`config.mk`:
```
export PLATFORM = sky130hd
export DESIGN_NAME = addr_gen_unit
export DESIGN_NICKNAME = d
export VERILOG_FILES = /design/src/rtl/agu_pkg.sv /design/src/rtl/agu_cla.sv /design/src/rtl/agu_ptr_bank.sv /design/src/rtl/addr_gen_unit.sv
export SDC_FILE = /design/constraint.sdc
export NUM_CORES = 1
export LEC_CHECK = 0
export BUFFER_PORTS_ARGS = -buffer_cell sky130_fd_sc_hd__buf_2
export CELL_PAD_IN_SITES_DETAIL_PLACEMENT = 0
export CELL_PAD_IN_SITES_GLOBAL_PLACEMENT = 1
export CORE_MARGIN = 3
export CORE_UTILIZATION = 40
export DETAILED_ROUTE_END_ITERATION = 7
export PLACE_DENSITY = 0.8
export SYNTH_ARGS = -nofsm -noshare
export SYNTH_HDL_FRONTEND = slang
export SYNTH_SLANG_ARGS = --single-unit
```
`constraint.sdc`:
```
create_clock -name clk -period 6.1 [get_ports clk]
set_clock_uncertainty 0.15 [all_clocks]
set_input_delay 0.61 -clock clk [delete_from_list [all_inputs] [get_ports clk]]
set_output_delay 0.61 -clock clk [all_outputs]
set_load 0.02 [all_outputs]
```
`src/rtl/agu_pkg.sv`:
```
package agu_pkg;
  localparam int AGU_AW   = 24;
  localparam int AGU_DW   = 16;
  localparam int AGU_NPTR = 4;

  typedef enum logic [2:0] {
    MODE_IMM  = 3'd0,
    MODE_DIR  = 3'd1,
    MODE_IDX  = 3'd2,
    MODE_PRE  = 3'd3,
    MODE_POST = 3'd4
  } agu_mode_t;
endpackage

```
`src/rtl/agu_cla.sv`:
```
// Block carry look-ahead adder: generate/propagate per group, group carries
// resolved by a look-ahead chain, sum bits formed inside each group.
module agu_cla #(
  parameter int W   = 24,
  parameter int GRP = 4
) (
  input  logic [W-1:0] a,
  input  logic [W-1:0] b,
  output logic [W-1:0] sum
);
  localparam int NG = W / GRP;

  logic [W-1:0]  g, p;
  logic [NG:0]   gc;
  logic [NG-1:0] gg, gp;

  assign g = a & b;
  assign p = a ^ b;

  genvar k;
  for (k = 0; k < NG; k++) begin : g_grp
    logic [GRP-1:0] gl, pl;
    logic [GRP:0]   cl;
    logic           ggk, gpk;

    assign gl = g[k*GRP +: GRP];
    assign pl = p[k*GRP +: GRP];

    always_comb begin
      ggk = 1'b0;
      gpk = 1'b1;
      for (int i = 0; i < GRP; i++) begin
        ggk = gl[i] | (pl[i] & ggk);
        gpk = gpk & pl[i];
      end
    end
    assign gg[k] = ggk;
    assign gp[k] = gpk;

    always_comb begin
      cl[0] = gc[k];
      for (int i = 0; i < GRP; i++) cl[i+1] = gl[i] | (pl[i] & cl[i]);
    end
    assign sum[k*GRP +: GRP] = pl ^ cl[GRP-1:0];
  end

  always_comb begin
    gc[0] = 1'b0;
    for (int j = 0; j < NG; j++) gc[j+1] = gg[j] | (gp[j] & gc[j]);
  end
endmodule

```
`src/rtl/agu_ptr_bank.sv`:
```
// Pointer registers, each split into a low word and an upper part.
// Load port beats write-back, half by half.
module agu_ptr_bank #(
  parameter int NPTR = 4,
  parameter int AW   = 24,
  parameter int DW   = 16,
  parameter int IW   = 2
) (
  input  logic               clk,
  input  logic               rst,
  input  logic               ld_lo,
  input  logic               ld_hi,
  input  logic [IW-1:0]      ld_idx,
  input  logic [DW-1:0]      ld_data,
  input  logic               wb_en,
  input  logic [IW-1:0]      wb_idx,
  input  logic [AW-1:0]      wb_val,
  output logic [NPTR*AW-1:0] ptr_flat
);
  localparam int HW = AW - DW;

  genvar i;
  for (i = 0; i < NPTR; i++) begin : g_ptr
    logic [DW-1:0] lo_q;
    logic [HW-1:0] hi_q;
    logic          ld_me, wb_me;

    assign ld_me = (ld_idx == IW'(i));
    assign wb_me = wb_en && (wb_idx == IW'(i));

    always_ff @(posedge clk) begin
      if (rst) begin
        lo_q <= '0;
        hi_q <= '0;
      end else begin
        if (ld_lo && ld_me)   lo_q <= ld_data;
        else if (wb_me)       lo_q <= wb_val[DW-1:0];
        if (ld_hi && ld_me)   hi_q <= ld_data[HW-1:0];
        else if (wb_me)       hi_q <= wb_val[AW-1:DW];
      end
    end

    assign ptr_flat[i*AW +: AW] = {hi_q, lo_q};
  end
endmodule

```
`src/rtl/addr_gen_unit.sv`:
```
module addr_gen_unit
  import agu_pkg::*;
#(
  parameter int AW   = AGU_AW,
  parameter int DW   = AGU_DW,
  parameter int NPTR = AGU_NPTR,
  localparam int IW  = $clog2(NPTR)
) (
  input  logic               clk,
  input  logic               rst,
  input  logic               req_valid,
  input  logic [2:0]         mode,
  input  logic               src_is_ptr,
  input  logic [IW-1:0]      ptr_idx,
  input  logic [DW-1:0]      gpr_val,
  input  logic [DW-1:0]      ext_word,
  input  logic               word_acc,
  input  logic               ptr_ld_lo,
  input  logic               ptr_ld_hi,
  input  logic [IW-1:0]      ptr_ld_idx,
  input  logic [DW-1:0]      ptr_ld_data,
  output logic [AW-1:0]      addr_buf,
  output logic               addr_valid,
  output logic               misalign,
  output logic [NPTR*AW-1:0] ptr_q
);
  localparam int HW = AW - DW;

  logic [AW-1:0] base, offset, sum, nxt;
  logic          known, chk, wb;

  assign base   = src_is_ptr ? ptr_q[ptr_idx*AW +: AW] : {{HW{1'b0}}, gpr_val};
  assign offset = {{HW{ext_word[DW-1]}}, ext_word};

  agu_cla #(.W(AW), .GRP(4)) u_add (
    .a   (base),
    .b   (offset),
    .sum (sum)
  );

  always_comb begin
    nxt   = base;
    known = 1'b1;
    chk   = 1'b1;
    wb    = 1'b0;
    case (mode)
      MODE_IMM:  begin nxt = offset; chk = 1'b0; end
      MODE_DIR:  nxt = base;
      MODE_IDX:  nxt = sum;
      MODE_PRE:  begin nxt = sum;  wb = src_is_ptr; end
      MODE_POST: begin nxt = base; wb = src_is_ptr; end
      default:   begin known = 1'b0; chk = 1'b0; end
    endcase
  end

  agu_ptr_bank #(.NPTR(NPTR), .AW(AW), .DW(DW), .IW(IW)) u_bank (
    .clk      (clk),
    .rst      (rst),
    .ld_lo    (ptr_ld_lo),
    .ld_hi    (ptr_ld_hi),
    .ld_idx   (ptr_ld_idx),
    .ld_data  (ptr_ld_data),
    .wb_en    (req_valid && wb),
    .wb_idx   (ptr_idx),
    .wb_val   (sum),
    .ptr_flat (ptr_q)
  );

  always_ff @(posedge clk) begin
    if (rst) begin
      addr_buf   <= '0;
      addr_valid <= 1'b0;
      misalign   <= 1'b0;
    end else begin
      addr_valid <= req_valid && known;
      misalign   <= req_valid && known && chk && word_acc && nxt[0];
      if (req_valid && known) addr_buf <= nxt;
    end
  end
endmodule

```
==> qor.csv, run 1 <==
stage;metric;value;unit
worst_setup_path;Worst path max stage delay;450;ps
layout;share of layout cells above drive strength 1;0.287;
cts;CTS clk-pin slew, worst paths;60;ps
sta;setup violators final;0;
synthesis;Mapped Cells;769;
synthesis;Syn Nets;866;
worst_setup_path;required time worst endpoint;6280;ps
worst_setup_path;critical path's top delay family;adder cells;
worst_setup_path;critical setup path kind;primary input to flip-flop;
worst_setup_path;Critical Path Slowest Stage Cell;fa_1;
grt;global-route wire length before repair;35.9;mm
cts;Clock Root Buffer;clkbuf_16;
grt;gr ovfl total;0;
worst_hold_path;Hold Crit Class;primary input to flip-flop;
synthesis;library cells used by synthesis;42;
placement;Routability Congestion;0.872;
worst_setup_path;WP data arrival;5690;ps
floorplan;Starting Density;0.412;
sta;Fin Hold WS;291;ps
floorplan;die width;137;um
route;Avg WL per Cell;20.9;um
pwr;Logic pwr share;0.213;
pwr;switching part of the total;0.312;
sta;Slew HR;0.263;
layout;Final #Nets;1017;
worst_setup_path;Worst Path Max Fanout;5;
cts;clk_lat worst skew;430;ps
grt;largest net degree at the start of global routing;85;
floorplan;IO Pins;184;
route;Vias;6560;
worst_setup_path;Worst setup SP type;primary input;
synthesis;Synth Warn #;0;
sta;Period minus WS final;5510;ps
pwr;Cell Pwr Density;275;nW/um2
route;initial drt markers;658;
worst_setup_path;CP dominant cell by count;fa_1;
pwr;Reg power frac;0.376;
floorplan;Site Rows;47;
route;post-route ant nets;0;
sta;setup_tns;0;ps
synthesis;top_reg_cell synth;dfxtp_1;
sta;Fmax;181;MHz
layout;Area growth syn-to-layout;22.8;%
pwr;Peak VDD IR;205;uV
pwr;Leakage;3.60;nW
route;Via-to-Cell Ratio;5.69;
cts;Post-CTS Hold Buffers;0;
sta;final hold vios;0;
placement;Inst Count DP;1121;
cts;clock sink total;122;
synthesis;Post-synth EDFFs;0;
synthesis;Async S/R FF share, synth;0;
pwr;Internal;1.60;mW
route;1st-pass router iterations;5;
worst_setup_path;CP cell instances;buf_2 > mux4_2 > mux2_2 > ha_1 > inv_1 > fa_1 > fa_1 > fa_1 > nand2b_1 > a21oi_1 > o31ai_1 > a21oi_1 > a221oi_1 > fa_1 > fa_1 > inv_1 > fa_1 > xor2_1 > xnor2_1 > mux2i_1 > a211oi_1;
pwr;Pwr Total;2.33;mW
cts;CTS tree;done;
floorplan;Die Span Y;137;um
worst_setup_path;CP Capture Type;flip-flop;
synthesis;Mapped Area;6900;um2
sta;worst-margin pin slew;1100;ps
cts;maximum root-to-sink buffer count;2;
run_status;status;finished, final reports clean;
cts;Num CTS Buffers;17;
grt;vias in the first global route;6085;
cts;H-tree levels;4;
sta;Slew Viols, Final;0;
layout;final cell count without fillers;1153;
pwr;P_sw;0.728;mW
grt;initial antenna violation count;1;
worst_setup_path;Buf/Inv on CP;3;
placement;IO Port Bufs;183;
layout;Ant. Diodes;0;
route;Remaining DRCs;0;
synthesis;Synth Register Bits;122;
synthesis;sequential fraction of the synthesis area;0.354;
sta;fin crit share;0.903;
placement;Post-DP HPWL;17.4;mm
pwr;Clock power frac;0.411;
grt;Global Route Usage Sum;0.254;
floorplan;Core Area;16800;um2
floorplan;Die Area;18900;um2
sta;RSZ-0062 raised after global routing;false;
route;WL final;24.1;mm
cts;postcts setup bufs;0;
synthesis;syn_area_per_cell;8.98;um2
flow_run;Max Cap Viol;0;
cts;Resized cells post-CTS;0;
==> area by class of cell <==
| type | count | area (um2) |
|---|---|---|
| fillers | 1641 | 8280 |
| clock buffers | 21 | 460 |
| well taps | 220 | 275 |
| clock inverters | 11 | 97.6 |
| multi-input cells | 555 | 4080 |
| flip-flops and latches | 122 | 2440 |
| inverters | 27 | 101 |
| repair buffers | 197 | 1020 |
==> layer usage <==
| metal | GRT usage | share of wire | wire length, um |
|---|---|---|---|
| met1 | 0.361 | 0.44 | 10700 |
| met2 | 0.394 | 0.47 | 11200 |
| met3 | 0.0446 | 0.074 | 1780 |
| met4 | 0.0804 | 0.016 | 391 |
| met5 | 0 | 0.00054 | 13 |
==> final timing paths <==
kind / depth (start not counted) / slack, ps / startpoint / to
worst max-delay path: 21 / 590 / ptr_idx[0] / u_bank.g_ptr[1].hi_q[7]$_SDFFE_PP0P_
worst min-delay path: 2 / 290 / word_acc / misalign$_SDFF_PP0_
worst max register to register: 20 / 630 / u_bank.g_ptr[1].lo_q[0]$_SDFFE_PP0P_ / u_bank.g_ptr[1].hi_q[7]$_SDFFE_PP0P_
worst min register to register: 2 / 340 / addr_buf[21]$_SDFFE_PP0P_ / addr_buf[21]$_SDFFE_PP0P_
==> worst register-to-register path, stage by stage (launching register included) <==
cell,delay [ps]
dfxtp_1,360
mux4_2,250
mux2_2,180
ha_1,150
inv_1,50
fa_1,420
fa_1,420
fa_1,440
nand2b_1,170
a21oi_1,230
o31ai_1,130
a21oi_1,290
a221oi_1,190
fa_1,450
fa_1,400
inv_1,80
fa_1,180
xor2_1,80
xnor2_1,360
mux2i_1,140
a211oi_1,260
==> cells in the final DEF (no fill, tap or decap), drive strengths merged, types with 2 or more instances in the layout <==
cell type / instances
mux4: 24
and2: 5
fa: 18
a221oi: 8
dfxtp: 122
mux2i: 35
xnor2: 3
a22oi: 2
nand3: 2
nor2b: 3
xor2: 3
nor3: 26
o22ai: 71
inv: 27
a211oi: 52
ha: 17
a21o: 3
nor2: 96
clkinv: 6
nand2b: 22
nand2: 64
buf: 197
o21ai: 52
a2111oi: 3
mux2: 13
clkbuf: 21
clkinvlp: 4
a21oi: 21
==> power by group through the flow <==
| stage | clock, mW | sequential, mW | combinational [mW] |
|---|---|---|---|
| 4_1_cts | 0.971 | 0.875 | 0.494 |
| 5_1_grt | 0.999 | 0.879 | 0.540 |
| 3_5_place_dp | 0 | 0.892 | 0.491 |
| 2_1_floorplan | 0 | 0.937 | 0.262 |
| 6_report | 0.958 | 0.875 | 0.497 |
| 3_3_place_gp | 0 | 0.893 | 0.489 |
==> synth_stat cells (2+ instances only) <==
master | n | area [um2]
nand2b_1 | 22 | 138
nand3_1 | 2 | 10.0
dfxtp_1 | 122 | 2440
mux4_2 | 24 | 541
mux2i_1 | 35 | 350
buf_1 | 5 | 18.8
nor3_1 | 26 | 130
fa_1 | 18 | 360
inv_1 | 27 | 101
nand2_1 | 64 | 240
xor2_1 | 3 | 26.3
o21ai_0 | 51 | 255
a211oi_1 | 52 | 390
a22oi_1 | 2 | 15.0
a21oi_1 | 21 | 105
buf_2 | 8 | 40.0
a221oi_1 | 8 | 70.1
clkbuf_1 | 48 | 180
mux2_2 | 13 | 146
nor2_1 | 96 | 360
nor2b_1 | 3 | 18.8
a21o_1 | 3 | 22.5
and2_1 | 5 | 31.3
ha_1 | 17 | 213
a2111oi_4 | 3 | 82.6
o22ai_1 | 71 | 444
xnor2_1 | 3 | 26.3
buf_6 | 3 | 33.8
==> logic make-up (layout without fill, tap and decap cells) <==
| logic type | after synthesis | count (layout) | share of synthesized area |
|---|---|---|---|
| multiplexers | 72 | 72 | 0.150 |
| AO/OA/AOI/OAI | 218 | 218 | 0.208 |
| AND/OR/NAND/NOR | 224 | 224 | 0.142 |
| buffers and inverters | 92 | 256 | 0.0553 |
| adder cells (fa/ha/maj) | 35 | 35 | 0.0830 |
| XOR/XNOR | 6 | 6 | 0.00761 |
| flip-flops | 122 | 122 | 0.354 |
==> per-stage QoR <==
step,setup slack [ps],utilization,cell area (um2)
2_1_floorplan,589,-,6900
3_3_place_gp,287,0.473,7920
3_5_place_dp,187,0.473,7920
4_1_cts,609,0.506,8480
5_1_grt,293,0.506,8480
6_report,590,0.506,8480
==> sequential cells by signal, indices dropped and copies added (netlist names) <==
signal,flops
u_bank.g_ptr.lo_q,64
u_bank.g_ptr.hi_q,32
misalign,1
addr_valid,1
addr_buf,24
No activity file was read; power rests on OpenSTA's default activity.
==> run 2, diff against run 1 <==
REMOVE_ABC_BUFFERS = 1   (was default)
==> run 2 against run 1 <==
Against the previous run:
- wire length up 2.3%
- cell area up 0.90%
- combinational power down 4.4%
- hold slack worse by 1.0 ps
- clock power up 13%
- register-to-register slack worse by 60 ps
==> qor.csv, run 2 (same netlist as run 1, synthesis figures left out) <==
stage;metric;value;unit;change
run_status;status;finished, final reports clean;;unchanged
layout;Ant. Diodes;0;;unchanged
grt;largest net degree at the start of global routing;67;;was 85
worst_setup_path;Worst Path Max Fanout;5;;unchanged
sta;Slew HR;0.278;;was 0.263
sta;Slew Viols, Final;0;;unchanged
floorplan;Site Rows;47;;unchanged
cts;CTS tree;done;;unchanged
worst_setup_path;CP Capture Type;flip-flop;;unchanged
route;Remaining DRCs;0;;unchanged
layout;share of layout cells above drive strength 1;0.288;;was 0.287
sta;Period minus WS final;5530;ps;was 5510 ps
layout;register area;2440;um2;unchanged
layout;Filler Cell Count;1584;;was 1641
layout;fin area;8550;um2;was 8480 um2
cts;H-tree levels;4;;unchanged
route;WL met1;10.7;mm;about the same
sta;setup_tns;0;ps;unchanged
worst_setup_path;required time worst endpoint;6290;ps;was 6280 ps
floorplan;Starting Density;0.412;;unchanged
route;metal3 WL;1.57;mm;was 1.78 mm
route;1st-pass router iterations;5;;unchanged
route;WL final;24.6;mm;was 24.1 mm
floorplan;Core Area;16800;um2;unchanged
worst_setup_path;Worst setup SP type;flip-flop;;was primary input
worst_setup_path;CP Launch Point;u_bank.g_ptr[1].lo_q[0]$_SDFFE_PP0P_;;was ptr_idx[0]
cts;CTS clk-pin slew, worst paths;60;ps;about the same
worst_hold_path;hold path start;word_acc;;unchanged
sta;worst-margin pin slew;1070;ps;was 1100 ps
pwr;Cell Pwr Density;285;nW/um2;was 275 nW/um2
floorplan;IO Pins;184;;unchanged
pwr;Peak VDD IR;211;uV;was 205 uV
route;Via-to-Cell Ratio;5.78;;was 5.69
worst_hold_path;Hold Crit Class;primary input to flip-flop;;unchanged
route;top routing layer in use;met4;;was met5
route;initial drt markers;444;;was 658
route;Avg WL per Cell;21.4;um;was 20.9 um
pwr;Leakage;3.63;nW;was 3.60 nW
layout;Largest register FFs;64;;unchanged
layout;Area growth syn-to-layout;23.9;%;was 22.8%
grt;vias in the first global route;6386;;was 6085
route;DR WL met2;11.8;mm;was 11.2 mm
sta;Fmax;181;MHz;about the same
worst_setup_path;WP data arrival;5720;ps;was 5690 ps
route;post-route ant nets;0;;unchanged
layout;area of the multi-input gates;4080;um2;unchanged
worst_setup_path;critical setup path kind;flip-flop to flip-flop;;was primary input to flip-flop
sta;fin crit share;0.907;;was 0.903
layout;most common cell after layout, fill and taps aside;buf_2;;unchanged
sta;final hold vios;0;;unchanged
grt;gr ovfl total;0;;unchanged
worst_hold_path;worst hold stages;2;;unchanged
cts;maximum root-to-sink buffer count;2;;unchanged
cts;postcts setup bufs;0;;unchanged
floorplan;Die Span Y;137;um;unchanged
grt;global-route wire length before repair;37.3;mm;was 35.9 mm
layout;commonest cells after routing, fill and taps aside;buf_2, dfxtp_1, nor2_1;;unchanged
grt;Global Route Usage Sum;0.263;;was 0.254
sta;RSZ-0062 raised after global routing;false;;unchanged
placement;Cell Area, Placed;7930;um2;was 7920 um2
cts;clock sink total;122;;unchanged
flow_run;Max Cap Viol;0;;unchanged
layout;Final #Nets;1018;;was 1017
cts;clk_lat worst skew;430;ps;about the same
cts;Resized cells post-CTS;0;;unchanged
sta;setup violators final;0;;unchanged
cts;Num CTS Buffers;17;;unchanged
cts;Post-CTS Hold Buffers;0;;unchanged
placement;IO Port Bufs;183;;unchanged
layout;Biggest register;u_bank.g_ptr.lo_q;;unchanged
placement;Post-DP HPWL;17.3;mm;was 17.4 mm
layout;Largest regs;u_bank.g_ptr.lo_q (64), u_bank.g_ptr.hi_q (32), addr_buf (24);;unchanged
floorplan;Die Area;18900;um2;unchanged
worst_setup_path;R2R Path Start;u_bank.g_ptr[1].lo_q[0]$_SDFFE_PP0P_;;unchanged
floorplan;die width;137;um;unchanged
placement;Routability Congestion;0.834;;was 0.872
grt;initial antenna violation count;0;;was 1
route;Vias;6665;;was 6560
worst_setup_path;worst-case reg-to-reg path depth;20;;unchanged
cts;Clock Root Buffer;clkbuf_16;;unchanged
## run 2: cell types whose count changed in the layout (fill, tap and decap cells not counted), sizes merged
cell | before | now
clkinv | 6 | 4
clkinvlp | 4 | 3
clkbuf | 21 | 20
bufinv | 1 | 4
buf | 197 | 198
## run 2: worst max-delay path, stage by stage, from the launching register on
cell      delay (ps)
dfxtp_1          450
mux4_2           280
mux2_2           160
ha_1             150
inv_1             50
fa_1             410
fa_1             440
fa_1             450
nand2b_1         160
a21oi_1          200
o31ai_1          150
a21oi_1          280
a221oi_1         170
fa_1             430
fa_1             410
inv_1             90
fa_1             190
xor2_1            80
xnor2_1          360
mux2i_1          130
a211oi_1         260
## run 2: final timing paths
kind                            slack, ps                                   end
worst max-delay path                  570  u_bank.g_ptr[2].hi_q[7]$_SDFFE_PP0P_
worst min-delay path                  290                   misalign$_SDFF_PP0_
worst max register to register        570  u_bank.g_ptr[2].hi_q[7]$_SDFFE_PP0P_
worst min register to register        340             addr_buf[20]$_SDFFE_PP0P_
## run 2: through the flow
stage	power (mW)	std cells	util	setup slack, ps	hold WS, ps
after floorplan	1.18	704	-	846	411
after global routing	2.52	1153	0.510	166	281
final	2.44	1153	0.510	568	289
after detailed placement	1.36	1122	0.473	205	330
after global placement	1.36	1122	0.473	327	331
after CTS	2.44	1153	0.510	513	280
## run 2: power by group
part           internal [mW]  switching (mW)
logic                  0.176           0.298
registers              0.842          0.0354
clock network          0.702           0.382
## run 2: cell type report
class,instances,area share
inverter,27,0.0118
sequential,122,0.286
clock buffer,20,0.0534
clock inverter,11,0.0199
timing repair buffer,198,0.120
tap,220,0.0322
multi-input combinational,555,0.477
## run 2: metal layers
metal  track usage  vias to the layer above
met2         0.431                      257
met1         0.344                     3250
li1              -                     3117
met3        0.0482                       41
met4         0.103                        0
met5             0                        -
